--- config.mk ---
export PLATFORM = sky130hd
export DESIGN_NAME = hcla_adder
export DESIGN_NICKNAME = d
export VERILOG_FILES = /design/src/rtl/hcla_pkg.sv /design/src/rtl/hcla_pg_cell.sv /design/src/rtl/hcla_slice.sv /design/src/rtl/hcla_group_unit.sv /design/src/rtl/hcla_adder.sv
export SDC_FILE = /design/constraint.sdc
export NUM_CORES = 1
export LEC_CHECK = 0
export CAP_MARGIN = 20
export CORE_MARGIN = 1.5
export CORE_UTILIZATION = 38
export DETAILED_ROUTE_END_ITERATION = 12
export GPL_TIMING_DRIVEN = 0
export PLACE_DENSITY = 0.9
export SLEW_MARGIN = 20
export SYNTH_ARGS = -nofsm -noshare
export SYNTH_HDL_FRONTEND = slang
export SYNTH_HIERARCHICAL = 1
export SYNTH_SLANG_ARGS = --single-unit
--- constraint.sdc ---
create_clock -name vclk -period 8.8
set_input_delay 2.2 -clock vclk [all_inputs]
set_output_delay 2.2 -clock vclk [all_outputs]
set_load 0.03 [all_outputs]
--- src/rtl/hcla_pkg.sv ---
package hcla_pkg;

   localparam int unsigned LA_MAX = 32;

   // Flat lookahead carry into position k from generate/propagate vectors
   // and the carry entering position 0: OR of every generate term masked by
   // all propagates above it, plus the fully propagated input carry.
   function automatic logic la_carry(input logic [LA_MAX-1:0] gen,
                                     input logic [LA_MAX-1:0] prop,
                                     input logic              c0,
                                     input int unsigned       k);
      logic any;
      logic term;
      any  = c0;
      for (int unsigned j = 0; j < k; j++) any = any & prop[j];
      for (int unsigned j = 0; j < k; j++) begin
         term = gen[j];
         for (int unsigned m = j + 1; m < k; m++) term = term & prop[m];
         any = any | term;
      end
      return any;
   endfunction

endpackage

--- src/rtl/hcla_pg_cell.sv ---
module hcla_pg_cell (
   input  logic bit_a,
   input  logic bit_b,
   output logic bit_gen,
   output logic bit_prop
);
   assign bit_gen  = bit_a & bit_b;
   assign bit_prop = bit_a ^ bit_b;
endmodule

--- src/rtl/hcla_slice.sv ---
module hcla_slice #(
   parameter int unsigned SW = 4
) (
   input  logic [SW-1:0] sa,
   input  logic [SW-1:0] sb,
   input  logic          scin,
   output logic [SW-1:0] ssum,
   output logic          grp_gen,
   output logic          grp_prop
);
   import hcla_pkg::*;

   localparam int unsigned PADW = LA_MAX - SW;

   if (SW < 1 || SW > LA_MAX) begin : g_bad_sw
      $error("hcla_slice: SW out of range");
   end

   logic [SW-1:0] g_bits;
   logic [SW-1:0] p_bits;
   logic [SW:0]   cvec;

   for (genvar i = 0; i < int'(SW); i++) begin : g_cell
      hcla_pg_cell u_cell (
         .bit_a   (sa[i]),
         .bit_b   (sb[i]),
         .bit_gen (g_bits[i]),
         .bit_prop(p_bits[i])
      );
   end

   logic [LA_MAX-1:0] g_ext;
   logic [LA_MAX-1:0] p_ext;
   assign g_ext = {{PADW{1'b0}}, g_bits};
   assign p_ext = {{PADW{1'b0}}, p_bits};

   always_comb begin
      cvec[0] = scin;
      for (int unsigned k = 1; k <= SW; k++) cvec[k] = la_carry(g_ext, p_ext, scin, k);
      grp_prop = &p_bits;
      grp_gen  = la_carry(g_ext, p_ext, 1'b0, SW);
      ssum     = p_bits ^ cvec[SW-1:0];
   end

   always_comb begin

      grp_excl_chk: assert (!(grp_gen && grp_prop))
         else $error("slice group generate and propagate both set");

      slice_cout_chk: assert (cvec[SW] == (grp_gen | (grp_prop & scin)))
         else $error("slice carry out disagrees with group terms");

      slice_sum_chk: assert ({cvec[SW], ssum} ==
                             ({1'b0, sa} + {1'b0, sb} + {{SW{1'b0}}, scin}))
         else $error("slice sum mismatch");
   end

endmodule

--- src/rtl/hcla_group_unit.sv ---
module hcla_group_unit #(
   parameter int unsigned NG = 4
) (
   input  logic [NG-1:0] gg,
   input  logic [NG-1:0] gp,
   input  logic          c0,
   output logic [NG-1:0] slice_cin,
   output logic          final_cout
);
   import hcla_pkg::*;

   localparam int unsigned PADG = LA_MAX - NG;

   if (NG < 1 || NG > LA_MAX) begin : g_bad_ng
      $error("hcla_group_unit: NG out of range");
   end

   logic [LA_MAX-1:0] gg_ext;
   logic [LA_MAX-1:0] gp_ext;
   logic [NG:0]       cg;

   assign gg_ext = {{PADG{1'b0}}, gg};
   assign gp_ext = {{PADG{1'b0}}, gp};

   always_comb begin
      for (int unsigned k = 0; k <= NG; k++) cg[k] = la_carry(gg_ext, gp_ext, c0, k);
   end

   assign slice_cin  = cg[NG-1:0];
   assign final_cout = cg[NG];

   always_comb begin

      grp_base_chk: assert (cg[0] == c0)
         else $error("carry into slice 0 differs from carry_in");
      for (int unsigned k = 0; k < NG; k++) begin

         grp_step_chk: assert (cg[k+1] == (gg[k] | (gp[k] & cg[k])))
            else $error("group carry %0d breaks recurrence", k + 1);
      end
   end

endmodule

--- src/rtl/hcla_adder.sv ---
module hcla_adder #(
   parameter int unsigned WIDTH   = 16,
   parameter int unsigned SLICE_W = 4
) (
   input  logic [WIDTH-1:0] op_a,
   input  logic [WIDTH-1:0] op_b,
   input  logic             carry_in,
   output logic [WIDTH-1:0] sum,
   output logic             carry_out
);
   localparam int unsigned NSLICE = WIDTH / SLICE_W;

   if (SLICE_W == 0 || WIDTH % SLICE_W != 0) begin : g_bad_split
      $error("hcla_adder: WIDTH must be a multiple of SLICE_W");
   end
   if (NSLICE > 32 || SLICE_W > 32) begin : g_bad_size
      $error("hcla_adder: too many slices or slice too wide");
   end

   logic [NSLICE-1:0] s_gen;
   logic [NSLICE-1:0] s_prop;
   logic [NSLICE-1:0] s_cin;

   for (genvar s = 0; s < int'(NSLICE); s++) begin : g_slice
      hcla_slice #(.SW(SLICE_W)) u_slice (
         .sa      (op_a[s*SLICE_W +: SLICE_W]),
         .sb      (op_b[s*SLICE_W +: SLICE_W]),
         .scin    (s_cin[s]),
         .ssum    (sum[s*SLICE_W +: SLICE_W]),
         .grp_gen (s_gen[s]),
         .grp_prop(s_prop[s])
      );
   end

   hcla_group_unit #(.NG(NSLICE)) u_group (
      .gg        (s_gen),
      .gp        (s_prop),
      .c0        (carry_in),
      .slice_cin (s_cin),
      .final_cout(carry_out)
   );

endmodule

==> results of run 1 <==
==> worst max-delay path, cell delays in order <==
cell and delay (ps):
clkdlybuf4s50_1 420, ha_1 350, a21oi_1 150, o21ai_0 100, a21o_1 170, a21o_1 210, a21o_1 190, ha_1 230
o21a_1 190, nor2_1 110, xnor2_1 130, clkdlybuf4s50_1 690
==> through the flow <==
stage | setup slack, ps | hold slack, ps | total power [W] | instances | instance area [um2]
after floorplan | 2490 | 4760 | 0.0000742 | 90 | 622
after global placement | 1510 | 5700 | 0.000122 | 156 | 1140
after detailed placement | 1470 | 5720 | 0.000124 | 156 | 1140
after CTS | 1440 | 5720 | 0.000125 | 156 | 1140
after global routing | 1310 | 5750 | 0.000133 | 156 | 1140
final | 1460 | 5710 | 0.000124 | 156 | 1140
==> layout by cell type, fill, tap and decap left out <==
master	Yosys	final
xnor2_1	4	4
o21a_1	4	4
a21o_1	4	4
o21ai_1	4	4
xor2_1	4	4
a21oi_1	12	12
ha_1	20	20
o21ai_0	4	4
nor3_1	4	4
clkdlybuf4s50_1	0	50
a31o_1	1	1
nand2_1	12	12
nor2_1	16	16
buf_4	1	1
==> where the power goes <==
part           internal, W  switching (W)
Clock                    0              0
Sequential               0              0
Combinational    0.0000592      0.0000646
Total            0.0000592      0.0000646
==> worst min-delay path by stage <==
stage                  start       to  slack (ps)  depth (start not counted)
global route        op_a[11]  sum[11]        5750                          4
CTS                  op_b[7]   sum[7]        5720                          4
detailed placement   op_b[2]   sum[2]        5720                          4
global placement     op_b[3]   sum[3]        5700                          4
finish               op_b[7]   sum[7]        5710                          4
floorplan           carry_in   sum[0]        4760                          2
==> logic make-up after synthesis <==
group                      after synthesis  share of synthesized area
and+or+nand+nor                         32                      0.201
AOI/OAI and AO/OA                       29                      0.272
buffers and inverters                    1                     0.0121
adders and majority gates               20                      0.402
xor gates and xnor gates                 8                      0.113
==> cells in the mapped netlist (all sizes together) <==
cell | number | area share
a21o | 4 | 0.048
a21oi | 12 | 0.097
a31o | 1 | 0.014
buf | 1 | 0.012
ha | 20 | 0.40
nand2 | 12 | 0.072
nor2 | 16 | 0.097
nor3 | 4 | 0.032
o21a | 4 | 0.048
o21ai | 8 | 0.064
xnor2 | 4 | 0.056
xor2 | 4 | 0.056
==> layer usage <==
metal  global-route usage  wire length [um]  share of wire  vias up
li1                     -                 -              -      428
met1                0.225               732           0.44      334
met2                0.352               788           0.47       31
met3              0.00833               139          0.084        0
met4                    0                 0              0        0
met5                    0                 0              0        -
==> layout make-up <==
class | count | area, um2 | area share
Buffer | 1 | 7.51 | 0.00657
Multi-Input combinational cell | 89 | 614 | 0.538
Timing Repair Buffer | 50 | 500 | 0.438
Tap cell | 16 | 20.0 | 0.0175
==> out/results.txt, run 1 <==
outcome -> finished, final reports clean
first-pass GRT wire length -> 2.73 mm
Die Width -> 43.5 um
Ys Warns -> 6
initial drt markers -> 9
Lkg Pwr -> 0.509 nW
Setup crit end kind -> output port
area grow syn2layout -> 83.7%
number of port buffers -> 50
Max-Cap Viols -> 0
mean post-synth cell area -> 6.91 um2
CP endpoint -> sum[14]
hold-fix buffer count after cts -> 0
fin crit share -> 0.834
hpwl dp -> 1.50 mm
drt via density -> 5.08
Nets -> 195
Mapped Area -> 622 um2
post-route DRC violation count -> 0
worst relative slew slack -> 0.787
fraction of layout cells with a size suffix above 1 -> 0.00714
Syn Inst Count -> 90
final hold violations -> 0
Arr. time, crit path -> 5140 ps
Die Ht -> 43.5 um
part of the Yosys area used for sequential elements -> 0
cell row count -> 14
Core ar. -> 0.00152 mm2
GR Overflow Total -> 0
Detailed Routing Iterations Pass 1 -> 4
start point of the critical path -> op_a[1]
Boundary Pins -> 50
fmax -> 0.136 GHz
initial antenna violation count -> 0
Hold Path Class -> in -> out
PwrDens -> 108 mW/mm2
Detailed Route WL -> 1.66 mm
starting density of the core -> 0.408
Setup Crit Path Kind -> in -> out
total number of vias -> 793
CTS resizes -> 0
Wirelength per Cell -> 10.6 um
Seq Cell Count -> 0
Final Util -> 0.750
clock buffers -> 0
Netlist cell types -> 13
RD Place Congestion -> 0.821
RSZ-0062 raised after global routing -> false
number of setup buffers added after CTS -> 0
Required @ worst endpoint -> 6600 ps
area of the die -> 0.00189 mm2
ANT cells -> 0
vias in the first global route -> 701
syn nets -> 143
endpoints failing setup -> 0
Period minus WS final -> 7340 ps
Tot GR Track Use -> 0.179
Sequential Area -> 0 um2
Worst-Margin Slew -> 318 ps
VDD IR-drop max -> 0.0741 mV
largest net degree at the start of global routing -> 5
nature of the critical path startpoint -> primary input
Antenna Violating Nets Remaining -> 0
fill cell count -> 123
Max FO, Critical Path -> 4
Sum Neg Setup Slack -> 0 ps
Slew Limit Fails -> 0
No activity file was read; power rests on OpenSTA's default activity.
==> inputs of run 2 (changes only) <==
Settings changed: CORE_UTILIZATION 38 to 31, PLACE_DENSITY 0.9 to 0.79.
Clock period 8.8 ns to 6.4 ns, I/O delays scaled along.
==> run 2 against run 1 <==
Effect of this change:
- critical path depth is the same
- sequential share of layout area unchanged
- global-route usage down 4.6 points
- largest power group unchanged
==> out/results.txt, run 2 (synthesis gave the netlist of run 1 again) <==
Sequential Area -> 0 um2
Slew Limit Fails -> 0
Wirelength per Cell -> 9.65 um
Hold Path Class -> in -> out
ANT cells -> 0
Seq Cell Count -> 0
RD Place Congestion -> 0.769
fin crit share -> 0.953
area grow syn2layout -> 85.9%
Max FO, Critical Path -> 4
PwrDens -> 147 mW/mm2
drt via density -> 4.88
nature of the critical path startpoint -> primary input
Largest stage delay, worst path -> 690 ps
cell row count -> 16
endpoints failing setup -> 0
Boundary Pins -> 50
Setup crit end kind -> output port
Lkg Pwr -> 0.509 nW
Worst-Margin Slew -> 315 ps
Tot GR Track Use -> 0.132
crit path cell chain -> clkdlybuf4s50_1, ha_1, a21oi_1, o21ai_0, a21o_1, a21o_1, a21o_1, ha_1, o21a_1, nor2_1, xnor2_1, clkdlybuf4s50_1
most common cell after layout, fill and taps aside -> clkdlybuf4s50_1
Nets -> 195
first-pass GRT wire length -> 2.33 mm
post-route DRC violation count -> 0
hold-fix buffer count after cts -> 0
Detailed Routing Iterations Pass 1 -> 4
initial drt markers -> 3
CP delay by family, top -> buffers and inverters
Period minus WS final -> 6100 ps
outcome -> finished, final reports clean
hpwl dp -> 1.47 mm
CP Buf/Inv Count -> 2
fraction of layout cells with a size suffix above 1 -> 0.00714
clock buffers -> 0
fill cell count -> 184
Setup Crit Path Kind -> in -> out
commonest cells after routing, fill and taps aside -> clkdlybuf4s50_1, ha_1, nor2_1
CP max stage cell -> clkdlybuf4s50_1
Detailed Route WL -> 1.61 mm
Setup WS post-layout -> 301 ps
Die Width -> 47.8 um
worst hold path endpoint -> sum[2]
DP Worst Slack -> 292 ps
final hold violations -> 0
worst relative slew slack -> 0.789
Antenna Violating Nets Remaining -> 0
Hold Crit Depth -> 4
Max-Cap Viols -> 0
GR Overflow Total -> 0
total number of vias -> 815
start point of the critical path -> op_a[1]
area of the die -> 0.00228 mm2
Crit path top cell by count -> a21o_1
VDD IR-drop max -> 0.0784 mV
Required @ worst endpoint -> 4800 ps
largest net degree at the start of global routing -> 5
Die Ht -> 47.8 um
Sum Neg Setup Slack -> 0 ps
fmax -> 0.164 GHz
RSZ-0062 raised after global routing -> false
worst hold start -> op_b[2]
starting density of the core -> 0.324
vias in the first global route -> 641
number of setup buffers added after CTS -> 0
Arr. time, crit path -> 4500 ps
initial antenna violation count -> 0
number of port buffers -> 50
CTS resizes -> 0
Core ar. -> 0.00192 mm2
run 2: cell counts in the layout (fill, tap and decap cells not counted):
Identical to the previous run, type by type.
run 2: layout make-up:
class	count	area, um2	area share
plain buffers	1	7.51	0.00649
well taps	27	33.8	0.0292
multi-input cells	89	614	0.531
repair buffers	50	500	0.433
run 2: worst max-delay path by stage:
| stage | end | slack, ps | cells after the start |
|---|---|---|---|
| finish | sum[14] | 300 | 12 |
| global route | sum[14] | 70 | 12 |
| CTS | sum[14] | 270 | 12 |
| detailed placement | sum[14] | 290 | 12 |
| global placement | sum[14] | 300 | 12 |
| floorplan | sum[15] | 1290 | 10 |
run 2: tightest hold or removal path, cell delays in order:
cell and delay [ps]:
clkdlybuf4s50_1 460, ha_1 190, xnor2_1 80, clkdlybuf4s50_1 580
run 2: where the power goes:
| group | total (W) | switching [W] | internal (W) |
|---|---|---|---|
| Combinational | 0.000169 | 0.0000883 | 0.0000811 |
| Clock | 0 | 0 | 0 |
| Sequential | 0 | 0 | 0 |
run 2: stage by stage:
stage	utilization	std cells	hold WS [ps]	power, W	instance area [um2]
global placement	0.602	167	4500	0.000168	1160
global route	0.602	167	4560	0.000183	1160
floorplan	-	90	3560	0.000102	622
finish	0.602	167	4510	0.000169	1160
detailed placement	0.602	167	4520	0.000170	1160
CTS	0.602	167	4510	0.000171	1160
run 2: per-layer routing:
| layer | global-route usage | vias up | wire length [um] |
|---|---|---|---|
| li1 | - | 428 | - |
| met5 | 0 | - | 0 |
| met3 | 0.00755 | 0 | 145 |
| met2 | 0.264 | 34 | 801 |
| met1 | 0.162 | 353 | 665 |
| met4 | 0 | 0 | 0 |
